==> config.mk <==
export PLATFORM = sky130hd
export DESIGN_NAME = sram_burst_master
export DESIGN_NICKNAME = d
export VERILOG_FILES = /design/src/rtl/sbm_pkg.sv /design/src/rtl/sbm_addr_ctr.sv /design/src/rtl/sbm_remain.sv /design/src/rtl/sbm_rd_timer.sv /design/src/rtl/sram_burst_master.sv
export SDC_FILE = /design/constraint.sdc
export NUM_CORES = 1
export LEC_CHECK = 0
export ABC_CLOCK_PERIOD_IN_PS = 3800
export CAP_MARGIN = 20
export CORE_ASPECT_RATIO = 0.6
export CORE_MARGIN = 3
export CORE_UTILIZATION = 47
export DETAILED_ROUTE_END_ITERATION = 12
export HOLD_SLACK_MARGIN = 0.08
export PLACE_DENSITY_LB_ADDON = 0.12
export SETUP_SLACK_MARGIN = 0.05
export SLEW_MARGIN = 20
export SYNTH_ARGS = -nofsm -noshare
export SYNTH_HDL_FRONTEND = slang
export SYNTH_HIERARCHICAL = 1
export SYNTH_SLANG_ARGS = --single-unit
==> constraint.sdc <==
create_clock -name clk -period 3.8 [get_ports clk]
set_input_delay 0.76 -clock clk [delete_from_list [all_inputs] [get_ports clk]]
set_output_delay 0.76 -clock clk [all_outputs]
set_load 0.01 [all_outputs]
==> src/rtl/sbm_pkg.sv <==
// Shared types for the SRAM burst sequencer.
package sbm_pkg;
    typedef enum logic [2:0] {
        S_IDLE,
        S_SETUP,
        S_RD_LOW,
        S_RD_HOLD,
        S_WR_LOW,
        S_WR_DRIVE,
        S_WR_RISE,
        S_END
    } sbm_state_e;

    localparam logic [7:0] FILL_BYTE = 8'hFF;
endpackage

==> src/rtl/sbm_addr_ctr.sv <==
// Address counter: parallel load at command start, +1 per step.
// Assumes load and step are never requested in the same cycle by the owner;
// load wins if they are. Wraps modulo 2**AW.
module sbm_addr_ctr #(
    parameter int AW = 16
) (
    input  logic          clk,
    input  logic          rst_n,
    input  logic          load,
    input  logic [AW-1:0] load_val,
    input  logic          step,
    output logic [AW-1:0] addr
);
    logic [AW-1:0] addr_q;

    // Hold, load or advance the address.
    always_ff @(posedge clk) begin
        if (!rst_n)      addr_q <= '0;
        else if (load)   addr_q <= load_val;
        else if (step)   addr_q <= addr_q + AW'(1);
    end

    assign addr = addr_q;

    // one step moves the address by exactly one, wrapping at the top.
    p_addr_step_r12: assert property (@(posedge clk) disable iff (!rst_n)
        (step && !load) |=> (addr_q == AW'($past(addr_q) + AW'(1))));
endmodule

==> src/rtl/sbm_remain.sv <==
// Remaining byte counter: loaded with the length, decremented per byte.
// Assumes dec is only requested while at least one byte is left.
module sbm_remain #(
    parameter int LW = 16
) (
    input  logic          clk,
    input  logic          rst_n,
    input  logic          load,
    input  logic [LW-1:0] load_val,
    input  logic          dec,
    output logic          last
);
    logic [LW-1:0] rem_q;

    // Track how many bytes are still owed.
    always_ff @(posedge clk) begin
        if (!rst_n)     rem_q <= '0;
        else if (load)  rem_q <= load_val;
        else if (dec)   rem_q <= rem_q - LW'(1);
    end

    assign last = (rem_q == LW'(1));

    // the sequencer never asks for more bytes than the command carried.
    p_no_underflow_r8: assert property (@(posedge clk) disable iff (!rst_n)
        dec |-> (rem_q != '0));
endmodule

==> src/rtl/sbm_rd_timer.sv <==
// Read wait timer: counts cycles while run is high and flags the last one.
// Assumes WAIT >= 2; the count restarts whenever run is low.
module sbm_rd_timer #(
    parameter int WAIT = 8
) (
    input  logic clk,
    input  logic rst_n,
    input  logic run,
    output logic expire
);
    localparam int TW = (WAIT > 1) ? $clog2(WAIT) : 1;

    logic [TW-1:0] cnt_q;

    // Count strobe-low cycles, clearing outside the wait window.
    always_ff @(posedge clk) begin
        if (!rst_n || !run) cnt_q <= '0;
        else                cnt_q <= cnt_q + TW'(1);
    end

    assign expire = run && (cnt_q == TW'(WAIT - 1));

    // once the wait has expired the sequencer leaves the strobe window.
    p_expire_leaves_r4: assert property (@(posedge clk) disable iff (!rst_n)
        expire |=> !run);
endmodule

==> src/rtl/sram_burst_master.sv <==
// SRAM burst access sequencer.
// Drives an asynchronous byte-wide RAM with active-low select and strobes.
// One address load per command, then per-byte strobe pulses with a +1 step.
// Assumes the RAM returns data within RD_WAIT cycles of the read strobe
// falling and latches on the rising edge of the write strobe.
module sram_burst_master
    import sbm_pkg::*;
#(
    parameter int AW      = 16,
    parameter int LW      = 16,
    parameter int RD_WAIT = 8
) (
    input  logic          clk,
    input  logic          rst_n,
    input  logic          cmd_valid,
    output logic          cmd_ready,
    input  logic [AW-1:0] cmd_addr,
    input  logic [LW-1:0] cmd_len,
    input  logic          cmd_write,
    input  logic          cmd_fill,
    input  logic          wr_valid,
    output logic          wr_ready,
    input  logic [7:0]    wr_data,
    output logic          rd_valid,
    input  logic          rd_ready,
    output logic [7:0]    rd_data,
    output logic [AW-1:0] mem_addr,
    input  logic [7:0]    mem_dq_in,
    output logic [7:0]    mem_dq_out,
    output logic          mem_dq_oe,
    output logic          mem_cs_n,
    output logic          mem_rd_n,
    output logic          mem_wr_n,
    output logic          busy,
    output logic          done
);
    localparam int CW = $clog2(RD_WAIT + 2);

    sbm_state_e state_q, state_d;
    logic       is_wr_q, is_fill_q;
    logic [7:0] rd_byte_q, wr_byte_q;
    logic       accept, addr_step, rem_dec, rem_last, tmr_run, tmr_expire;
    logic       take_wr;

    assign accept    = cmd_valid && cmd_ready;
    assign take_wr   = (state_q == S_WR_LOW) && (is_fill_q || wr_valid);
    assign tmr_run   = (state_q == S_RD_LOW);
    assign rem_dec   = ((state_q == S_RD_HOLD) && rd_ready) || (state_q == S_WR_RISE);
    assign addr_step = rem_dec && !rem_last;

    sbm_addr_ctr #(.AW(AW)) u_addr (
        .clk      (clk),
        .rst_n    (rst_n),
        .load     (accept),
        .load_val (cmd_addr),
        .step     (addr_step),
        .addr     (mem_addr)
    );

    sbm_remain #(.LW(LW)) u_remain (
        .clk      (clk),
        .rst_n    (rst_n),
        .load     (accept),
        .load_val (cmd_len),
        .dec      (rem_dec),
        .last     (rem_last)
    );

    sbm_rd_timer #(.WAIT(RD_WAIT)) u_timer (
        .clk    (clk),
        .rst_n  (rst_n),
        .run    (tmr_run),
        .expire (tmr_expire)
    );

    // Next-state selection for the strobe sequence.
    always_comb begin
        state_d = state_q;
        unique case (state_q)
            S_IDLE:     if (accept) state_d = (cmd_len == '0) ? S_END : S_SETUP;
            S_SETUP:    state_d = is_wr_q ? S_WR_LOW : S_RD_LOW;
            S_RD_LOW:   if (tmr_expire) state_d = S_RD_HOLD;
            S_RD_HOLD:  if (rd_ready) state_d = rem_last ? S_END : S_RD_LOW;
            S_WR_LOW:   if (take_wr) state_d = S_WR_DRIVE;
            S_WR_DRIVE: state_d = S_WR_RISE;
            S_WR_RISE:  state_d = rem_last ? S_END : S_WR_LOW;
            S_END:      state_d = S_IDLE;
            default:    state_d = S_IDLE;
        endcase
    end

    // State register.
    always_ff @(posedge clk) begin
        if (!rst_n) state_q <= S_IDLE;
        else        state_q <= state_d;
    end

    // Latch the command direction and data source at accept.
    always_ff @(posedge clk) begin
        if (!rst_n) begin
            is_wr_q   <= 1'b0;
            is_fill_q <= 1'b0;
        end else if (accept) begin
            is_wr_q   <= cmd_write;
            is_fill_q <= cmd_write && cmd_fill;
        end
    end

    // Capture the read byte on the last cycle of the wait window.
    always_ff @(posedge clk) begin
        if (!rst_n)          rd_byte_q <= '0;
        else if (tmr_expire) rd_byte_q <= mem_dq_in;
    end

    // Capture the byte to write from the stream or the fill constant.
    always_ff @(posedge clk) begin
        if (!rst_n)       wr_byte_q <= '0;
        else if (take_wr) wr_byte_q <= is_fill_q ? FILL_BYTE : wr_data;
    end

    // Decode pins and handshakes from the state.
    always_comb begin
        cmd_ready  = (state_q == S_IDLE);
        busy       = (state_q != S_IDLE);
        done       = (state_q == S_END);
        mem_cs_n   = (state_q == S_IDLE) || (state_q == S_END);
        mem_rd_n   = (state_q != S_RD_LOW);
        mem_wr_n   = !((state_q == S_WR_LOW) || (state_q == S_WR_DRIVE));
        mem_dq_oe  = (state_q == S_WR_DRIVE) || (state_q == S_WR_RISE);
        mem_dq_out = wr_byte_q;
        wr_ready   = (state_q == S_WR_LOW) && !is_fill_q;
        rd_valid   = (state_q == S_RD_HOLD);
        rd_data    = rd_byte_q;
    end

    // ---------------- checker logic ----------------
    logic [CW-1:0] chk_rd_low_q;

    // Count consecutive cycles with the read strobe low.
    always_ff @(posedge clk) begin
        if (!rst_n || mem_rd_n) chk_rd_low_q <= '0;
        else                    chk_rd_low_q <= chk_rd_low_q + CW'(1);
    end


    p_strobe_excl_r2: assert property (@(posedge clk) disable iff (!rst_n)
        !(!mem_rd_n && !mem_wr_n));
    p_strobe_in_cs_r2: assert property (@(posedge clk) disable iff (!rst_n)
        (!mem_rd_n || !mem_wr_n) |-> !mem_cs_n);

    p_setup_idle_r3: assert property (@(posedge clk) disable iff (!rst_n)
        $fell(mem_cs_n) |-> (mem_rd_n && mem_wr_n));

    p_rd_width_r4: assert property (@(posedge clk) disable iff (!rst_n)
        $rose(mem_rd_n) |-> (chk_rd_low_q == CW'(RD_WAIT)));
    p_rd_hold_high_r4: assert property (@(posedge clk) disable iff (!rst_n)
        rd_valid |-> mem_rd_n);

    p_rd_stable_r5: assert property (@(posedge clk) disable iff (!rst_n)
        (rd_valid && !rd_ready) |=> (rd_valid && $stable(rd_data)));

    p_wr_commit_r6: assert property (@(posedge clk) disable iff (!rst_n)
        ($rose(mem_wr_n) && !mem_cs_n) |-> (mem_dq_oe && $stable(mem_addr) && $stable(mem_dq_out)));

    p_end_release_r8: assert property (@(posedge clk) disable iff (!rst_n)
        done |-> (mem_cs_n && !mem_dq_oe));
    p_done_pulse_r8: assert property (@(posedge clk) disable iff (!rst_n)
        done |=> !done);

    p_oe_in_cs_r9: assert property (@(posedge clk) disable iff (!rst_n)
        mem_dq_oe |-> (!mem_cs_n && mem_rd_n));

    p_busy_blocks_r10: assert property (@(posedge clk) disable iff (!rst_n)
        busy |-> !cmd_ready);
    p_accept_busy_r10: assert property (@(posedge clk) disable iff (!rst_n)
        (cmd_valid && cmd_ready) |=> busy);
endmodule

==> summary.md, run 1 <==
| Metric | Value |
|---|---|
| Crit path from | u_remain/rem_q[7]$_SDFFE_PN0P_ |
| Worst Setup End Kind | flop |
| Yosys warnings | 6 |
| Setup Crit Path Kind | flop to flop |
| RSZ-0062 raised after global routing | false |
| Post-route DRC | 0 |
| Die H | a little under 70 um |
| Design area | 4070 um^2 |
| Number of fill cells | 479 |
| Final antenna diode count | 0 |
| Crit start category | flop |
| Overflow left after global routing | 0 |
| Root Driver | clkbuf_8 |
| Crit path cell chain | or4_4 -> or4_4 -> nor4_1 -> nor2b_1 -> buf_4 -> nand4_4 -> nor3_1 -> xnor2_1 -> a21oi_1 |
| Worst EP required | 3.98 ns |
| Reg area | 1120 um^2 |
| Setup_tns | 0 ns |
| DR vias | 2681 |
| CP top delay family | simple AND/OR/NAND/NOR gates |
| Final setup vio count | 0 |
| # Post-CTS Setup Buffers | 0 |
| Largest net degree at the start of global routing | 33 |
| Initial Util | roughly half |
| CTS-repair resized insts | 0 |
| Worst path arrival time | roughly 3.3 ns |
| Clock buffer depth | 2 |
| Final Hold Fails | 0 |
| First-pass GRT wire length | 12100 um |
| Drt first pass iters | 4 |
| Die X | 109 um |
| Status | completed |
| Post-Syn Area | ~3000 um^2 |
| Initial antenna violation count | 0 |
| Max Freq | 326 MHz |
| Leak | between 1.5 and 2 nW |
| Io pins | 96 |
| Syn Nets | 397 |
| Pins over their slew limit | 0 |
| Total Wirelength | 7370 um |
| CP max stage cell | or4_4 |
| Crit path top cell by count | or4_4 |
| Syn Inst Count | 337 |
| Worst Slack Setup Final | 0.731 ns |
| FF-to-FF Start | u_remain/rem_q[7]$_SDFFE_PN0P_ |
| Total clock sinks | 56 |
| Worst-Margin Slew | 0.860 ns |
| Final Util | 69.1% |
| Clk_lat worst skew | 0.32 ns |
| Area occupied by multi-input gates | ~1700 um^2 |
| Layout Area Growth over Synthesis | 35.0% |
| Ratio of cells with drive above 1 in the final layout | 7.82% |
| Pwr Density | 483 nW/um^2 |
| Worst slack at placement | 0.600 ns |
| Tmin final | 3.07 ns |
| Hpwl dp | 5420 um |
| Maxcap violations | 0 |
| CTS tree | done |
| Area of the die | between 7000 and 8000 um^2 |
| Critical path fanouts, max | 11 |
| Post-synth EDFFs | 0 |
| Via-to-Cell Ratio | 5.34 |
| Synth cell types | between 50 and 60 |
| Fin crit share | around four fifths |
| Worst min path class | flop to flop |
| Clock Pin Slew Worst Setup and Hold Paths | around 0.11 ns |
| Fin nets | between 400 and 500 |
| Vias in the first global route | 2475 |
| Wire per inst | 14.7 um |
| Layout Cells excl Fill | 502 |
| Worst slew margin | 42.6% |
| Inst Count DP | 494 |
| Total GRT Usage | 20.6% |
| Routability congestion estimate | 0.843 |
| Post-place instance area | 3980 um^2 |
| Initial DRC Count | between 150 and 200 |
| Slowest Stage Delay on Critical Path | 0.58 ns |
| IO Port Bufs | 95 |
| Num rows | 21 |
| WP buf/inv | 1 |
| Avg Inst Size Synth | 8.94 um^2 |
| Synth Register Bits | 56 |
| CTS HTree Levels | 2 |
| # hold bufs at CTS | 0 |
| Sequential element share of the synthesized area | 37.2% |
| Clk_skew | 0.0130 ns |
| Remaining antenna violation count | 0 |
| Hold_sp | is_wr_q$_SDFFE_PN0P_ |
| Async SR Flop Fraction | 0% |
| CTS Buf Count | 5 |
| CORE AREA | 5890 um^2 |
| Post-synth top flop | dfxtp_1 |
| Maximum VDD drop | 0.000263 V |
per-stage QoR:
| step | power (mW) | hold WS, ns |
|---|---|---|
| finish | 1.97 | 0.483 |
| global route | 2.10 | 0.524 |
| CTS | 1.97 | 0.485 |
| detailed placement | 1.63 | 0.470 |
| global placement | 1.61 | 0.460 |
| floorplan | 1.33 | 0.443 |
path summary, 6_finish.rpt:
check                                end  slack, ns  depth (start not counted)
min                 is_wr_q$_SDFFE_PN0P_       0.48                          2
max          u_addr/addr[9]$_SDFFE_PN0P_       0.73                          9
min reg2reg         is_wr_q$_SDFFE_PN0P_       0.48                          2
max reg2reg  u_addr/addr[9]$_SDFFE_PN0P_       0.73                          9
routing by layer:
metal / vias to the layer above / wire (um) / global-route usage (%)
li1: 1372 / - / -
met1: 1229 / 3720 / 30.2
met2: 75 / 3060 / 29.8
met3: 5 / 562 / 5.94
met4: 0 / 34 / 4.35
met5: - / 0 / 0
layout by cell type, fill, tap and decap left out, types with 2 or more instances in the layout:
cell type	count
nor4_2	4
mux2i_1	10
ha_1	5
nand4_1	5
nor4_1	10
o311a_1	2
nor4_4	2
nor2_1	14
a21oi_1	23
and3_1	3
nor3_1	8
or3_1	5
a21boi_0	5
nor2b_1	10
nand4_4	2
buf_4	4
nand3b_1	2
clkbuf_8	5
o211a_1	17
dfxtp_1	56
nand2b_1	4
nand2_1	31
xnor2_1	21
or4_4	2
inv_1	10
xor2_1	7
clkdlybuf4s50_1	95
o21ai_0	23
nand3_1	5
or2_2	3
power by group:
part           switching (mW)  internal (mW)  leakage (nW)
combinational           0.355          0.403          1.09
clock                   0.204          0.133        0.0485
sequential              0.168          0.703         0.459
sequential cells by signal (all words and copies together), names as in the netlist:
register / cells
u_timer/cnt_q: 3
state_q: 3
is_fill_q: 1
mem_dq_out: 8
rd_data: 8
is_wr_q: 1
u_remain/rem_q: 16
u_addr/addr: 16
cell type report:
type | count | share of cell area, %
Multi-Input combinational cell | 247 | 42.5
Clock buffer | 5 | 1.69
Tap cell | 80 | 2.46
Timing Repair Buffer | 99 | 24.1
Clock inverter | 3 | 0.554
Inverter | 12 | 1.11
Sequential cell | 56 | 27.6
tightest hold or removal path, delay by kind of cell (launching register included):
| kind | cells | cell delay [ns] |
|---|---|---|
| flip-flops | 1 | 0.32 |
| AND/OR/NAND/NOR | 1 | 0.05 |
| AO/OA/AOI/OAI | 1 | 0.07 |
cell families after synthesis:
family	synth area share, %
AO/OA/AOI/OAI	18.1
XOR/XNOR	8.14
adder cells (fa/ha/maj)	2.08
buffers and inverters	5.36
flip-flops	37.2
multiplexers	3.32
AND/OR/NAND/NOR	25.7
synthesized netlist by cell type, types with 2 or more instances:
library cell,count,area [um^2]
a21boi_0,5,37.5
a21oi_1,23,115
and3_1,3,18.8
buf_2,3,15.0
buf_6,4,45.0
clkbuf_1,15,56.3
dfxtp_1,56,1120
ha_1,5,62.6
inv_1,10,37.5
mux2i_1,10,100
nand2_1,31,116
nand2b_1,4,25.0
nand3_1,5,25.0
nand3b_1,2,15.0
nand4_1,5,31.3
nand4_4,2,42.5
nor2_1,14,52.6
nor2b_1,10,62.6
nor3_1,8,40.0
nor4_1,10,62.6
nor4_2,4,50.1
nor4_4,2,42.5
o211a_1,17,170
o21ai_0,23,115
o311a_1,2,20.0
or2_2,3,18.8
or3_1,5,31.3
or4_4,2,22.5
xnor2_1,21,184
xor2_1,7,61.3
Note: power is estimated with default switching activity, not from simulation.
==> inputs of run 2 (changes only) <==
--- a/config.mk
+++ b/config.mk
@@ -5,7 +5,7 @@
 export SDC_FILE = /design/constraint.sdc
 export NUM_CORES = 1
 export LEC_CHECK = 0
-export ABC_CLOCK_PERIOD_IN_PS = 3800
+export ABC_CLOCK_PERIOD_IN_PS = 3000
 export CAP_MARGIN = 20
 export CORE_ASPECT_RATIO = 0.6
 export CORE_MARGIN = 3
==> constraint.sdc (replaced) <==
create_clock -name clk -period 3 [get_ports clk]
set_input_delay 0.6 -clock clk [delete_from_list [all_inputs] [get_ports clk]]
set_output_delay 0.6 -clock clk [all_outputs]
set_load 0.01 [all_outputs]
==> summary.md, run 2 (synthesis gave the netlist of run 1 again) <==
| Metric | Value |
|---|---|
| Internal | 1.66 mW (+34%) |
| FF-to-FF Start | u_remain/rem_q[7]$_SDFFE_PN0P_ |
| First-pass GRT wire length | 12600 um (+3.8%) |
| Design area | 4130 um^2 (+1.4%) |
| Maximum VDD drop | 0.000348 V (+32%) |
| Worst path arrival time | 2.97 ns (-0.28 ns) |
| Wire per inst | 15.3 um (+4.0%) |
| CORE AREA | 5890 um^2 (unchanged) |
| Remaining antenna violation count | 0 (unchanged) |
| Total GRT Usage | 21.7% (+1.1 points) |
| Layout Area Growth over Synthesis | 36.9% |
| # hold bufs at CTS | 0 (unchanged) |
| Initial antenna violation count | 0 (unchanged) |
| Pwr Density | 631 nW/um^2 (+31%) |
| CTS tree | done |
| Leak | 1.62 nW (+1.6%) |
| Clk_lat worst skew | 0.33 ns (about the same) |
| Post-route DRC | 0 (unchanged) |
| Total Wirelength | 7730 um (+4.9%) |
| Fin crit share | 92.9% (+12 points) |
| NetSw | 0.940 mW (+29%) |
| Die X | 109 um (unchanged) |
| Status | completed |
| Largest net degree at the start of global routing | 57 (+73%) |
| Initial Util | 51.2% (unchanged) |
| Worst Slack Setup Final | 0.213 ns (-0.518 ns) |
| Worst slack at placement | 0.0871 ns (-0.513 ns) |
| RSZ-0062 raised after global routing | false |
| Crit path from | u_remain/rem_q[7]$_SDFFE_PN0P_ |
| Setup Crit Path Kind | flop to flop |
| Initial DRC Count | 161 (-12%) |
| Worst R2R Setup Slack | 0.21 ns (-0.52 ns) |
| Routability congestion estimate | 0.827 (-1.9%) |
| Overflow left after global routing | 0 (unchanged) |
| Maxcap violations | 0 (unchanged) |
| Worst setup path end | u_addr/addr[9]$_SDFFE_PN0P_ |
| CTS Buf Count | 5 (unchanged) |
| Clk_skew | 0.00978 ns (-0.00324 ns) |
| Max Freq | 359 MHz (+10%) |
| Net Sw Frac | 36.1% (-0.84 points) |
| CTS HTree Levels | 2 (unchanged) |
| Post-place instance area | 4010 um^2 (+0.75%) |
| Final setup vio count | 0 (unchanged) |
| IO Port Bufs | 95 (unchanged) |
| Layout Cells excl Fill | 506 (+0.80%) |
| Total clock sinks | 56 (unchanged) |
| Clock power share | 19.6% (+2.5 points) |
| Inst Count DP | 498 (+0.81%) |
| RR Endpoint | u_addr/addr[9]$_SDFFE_PN0P_ |
| Worst slew margin | 43.8% (+1.3 points) |
| Worst-Margin Slew | 0.841 ns (-0.0187 ns) |
| Worst min path class | flop to flop |
| Final Hold Fails | 0 (unchanged) |
| Tmin final | 2.79 ns (-0.282 ns) |
| Worst EP required | 3.18 ns (-0.80 ns) |
| Clock Pin Slew Worst Setup and Hold Paths | 0.11 ns (about the same) |
| Root Driver | clkbuf_8 |
| Setup_tns | 0 ns (unchanged) |
| Pins over their slew limit | 0 (unchanged) |
| Drt first pass iters | 4 (unchanged) |
| Ratio of cells with drive above 1 in the final layout | 8.92% (+1.1 points) |
| Area of the die | 7440 um^2 (unchanged) |
| Commonest cells after routing, fill and taps aside | 95 x clkdlybuf4s50_1, 56 x dfxtp_1, 31 x nand2_1 |
| Share of power burned in registers | 42.7% (-1.6 points) |
| Commonest non-fill, non-tap cell in the layout | clkdlybuf4s50_1 |
| Fin nets | 485 (+0.83%) |
| Hpwl dp | 5560 um (+2.6%) |
| Num rows | 21 (unchanged) |
| Crit start category | flop |
| Clock buffer depth | 2 (unchanged) |
| Vias in the first global route | 2564 (+3.6%) |
| Reg2Reg Depth | 8 (-1) |
| Io pins | 96 (unchanged) |
| Die H | 68.0 um (unchanged) |
| Gate power share | 37.7% (-0.8 points) |
| Final antenna diode count | 0 (unchanged) |
| Via-to-Cell Ratio | 5.35 (+0.13%) |
| Critical path fanouts, max | 11 (unchanged) |
| Final hold slack | 0.472 ns (-0.0107 ns) |
| Worst Setup End Kind | flop |
| DR vias | 2706 (+0.93%) |
## run 2: power groups by stage
stage	logic (mW)	registers (mW)	clock network, mW
after floorplan	0.616	1.07	0
after global placement	0.950	1.11	0
after detailed placement	0.969	1.12	0
after CTS	0.977	1.11	0.521
after global routing	1.08	1.14	0.554
final	0.982	1.11	0.511
## run 2: how the worst min path moves through the flow
stage                               startpoint              endpoint  slack, ns  depth (start not counted)
after floorplan           is_wr_q$_SDFFE_PN0P_  is_wr_q$_SDFFE_PN0P_       0.44                          2
after global placement    is_wr_q$_SDFFE_PN0P_  is_wr_q$_SDFFE_PN0P_       0.46                          2
after detailed placement  is_wr_q$_SDFFE_PN0P_  is_wr_q$_SDFFE_PN0P_       0.46                          2
after CTS                 is_wr_q$_SDFFE_PN0P_  is_wr_q$_SDFFE_PN0P_       0.48                          2
after global routing      is_wr_q$_SDFFE_PN0P_  is_wr_q$_SDFFE_PN0P_       0.53                          2
final                     is_wr_q$_SDFFE_PN0P_  is_wr_q$_SDFFE_PN0P_       0.47                          2
## run 2: layer usage
metal | vias to the layer above | global-route usage, % | part of all wire [%]
met2 | 75 | 31.4 | 42
met4 | 0 | 6.53 | 0.81
met1 | 1241 | 30.9 | 50
met5 | - | 0 | 0
met3 | 7 | 6.41 | 6.2
li1 | 1383 | - | -
## run 2: what timing repair did
action	in CTS	in global routing
setup endpoints to repair	0	9
gates resized for setup	0	1
buffers inserted	0	0
## run 2: stage by stage
| stage | total power, mW | utilization [%] |
|---|---|---|
| 6_report | 2.60 | 70.1 |
| 5_1_grt | 2.78 | 70.1 |
| 4_1_cts | 2.60 | 70.0 |
| 3_5_place_dp | 2.09 | 68.1 |
| 3_3_place_gp | 2.06 | 68.1 |
| 2_1_floorplan | 1.68 | - |
## run 2: critical path: stages (launching register included)
cell and delay (ns):
dfxtp_1 0.35, or4_4 0.59, or4_4 0.55, nor4_2 0.35, nor2b_1 0.17, nand4_4 0.24
nor3_1 0.11, xnor2_1 0.18, a21oi_1 0.09
## run 2: area by class of cell
type                            count  area (um^2)
Timing Repair Buffer              103         1010
Sequential cell                    56         1120
Fill cell                         490         1760
Tap cell                           80          100
Inverter                           12         45.0
Multi-Input combinational cell    247         1740
Clock inverter                      3         42.5
Clock buffer                        5         68.8
==> inputs of run 3 (changes only) <==
--- a/config.mk
+++ b/config.mk
@@ -6,7 +6,6 @@
 export NUM_CORES = 1
 export LEC_CHECK = 0
 export ABC_CLOCK_PERIOD_IN_PS = 3000
-export CAP_MARGIN = 20
 export CORE_ASPECT_RATIO = 0.6
 export CORE_MARGIN = 3
 export CORE_UTILIZATION = 47
==> results of run 3 <==
The final DEF is identical to that of run 2; final timing and power are the same.
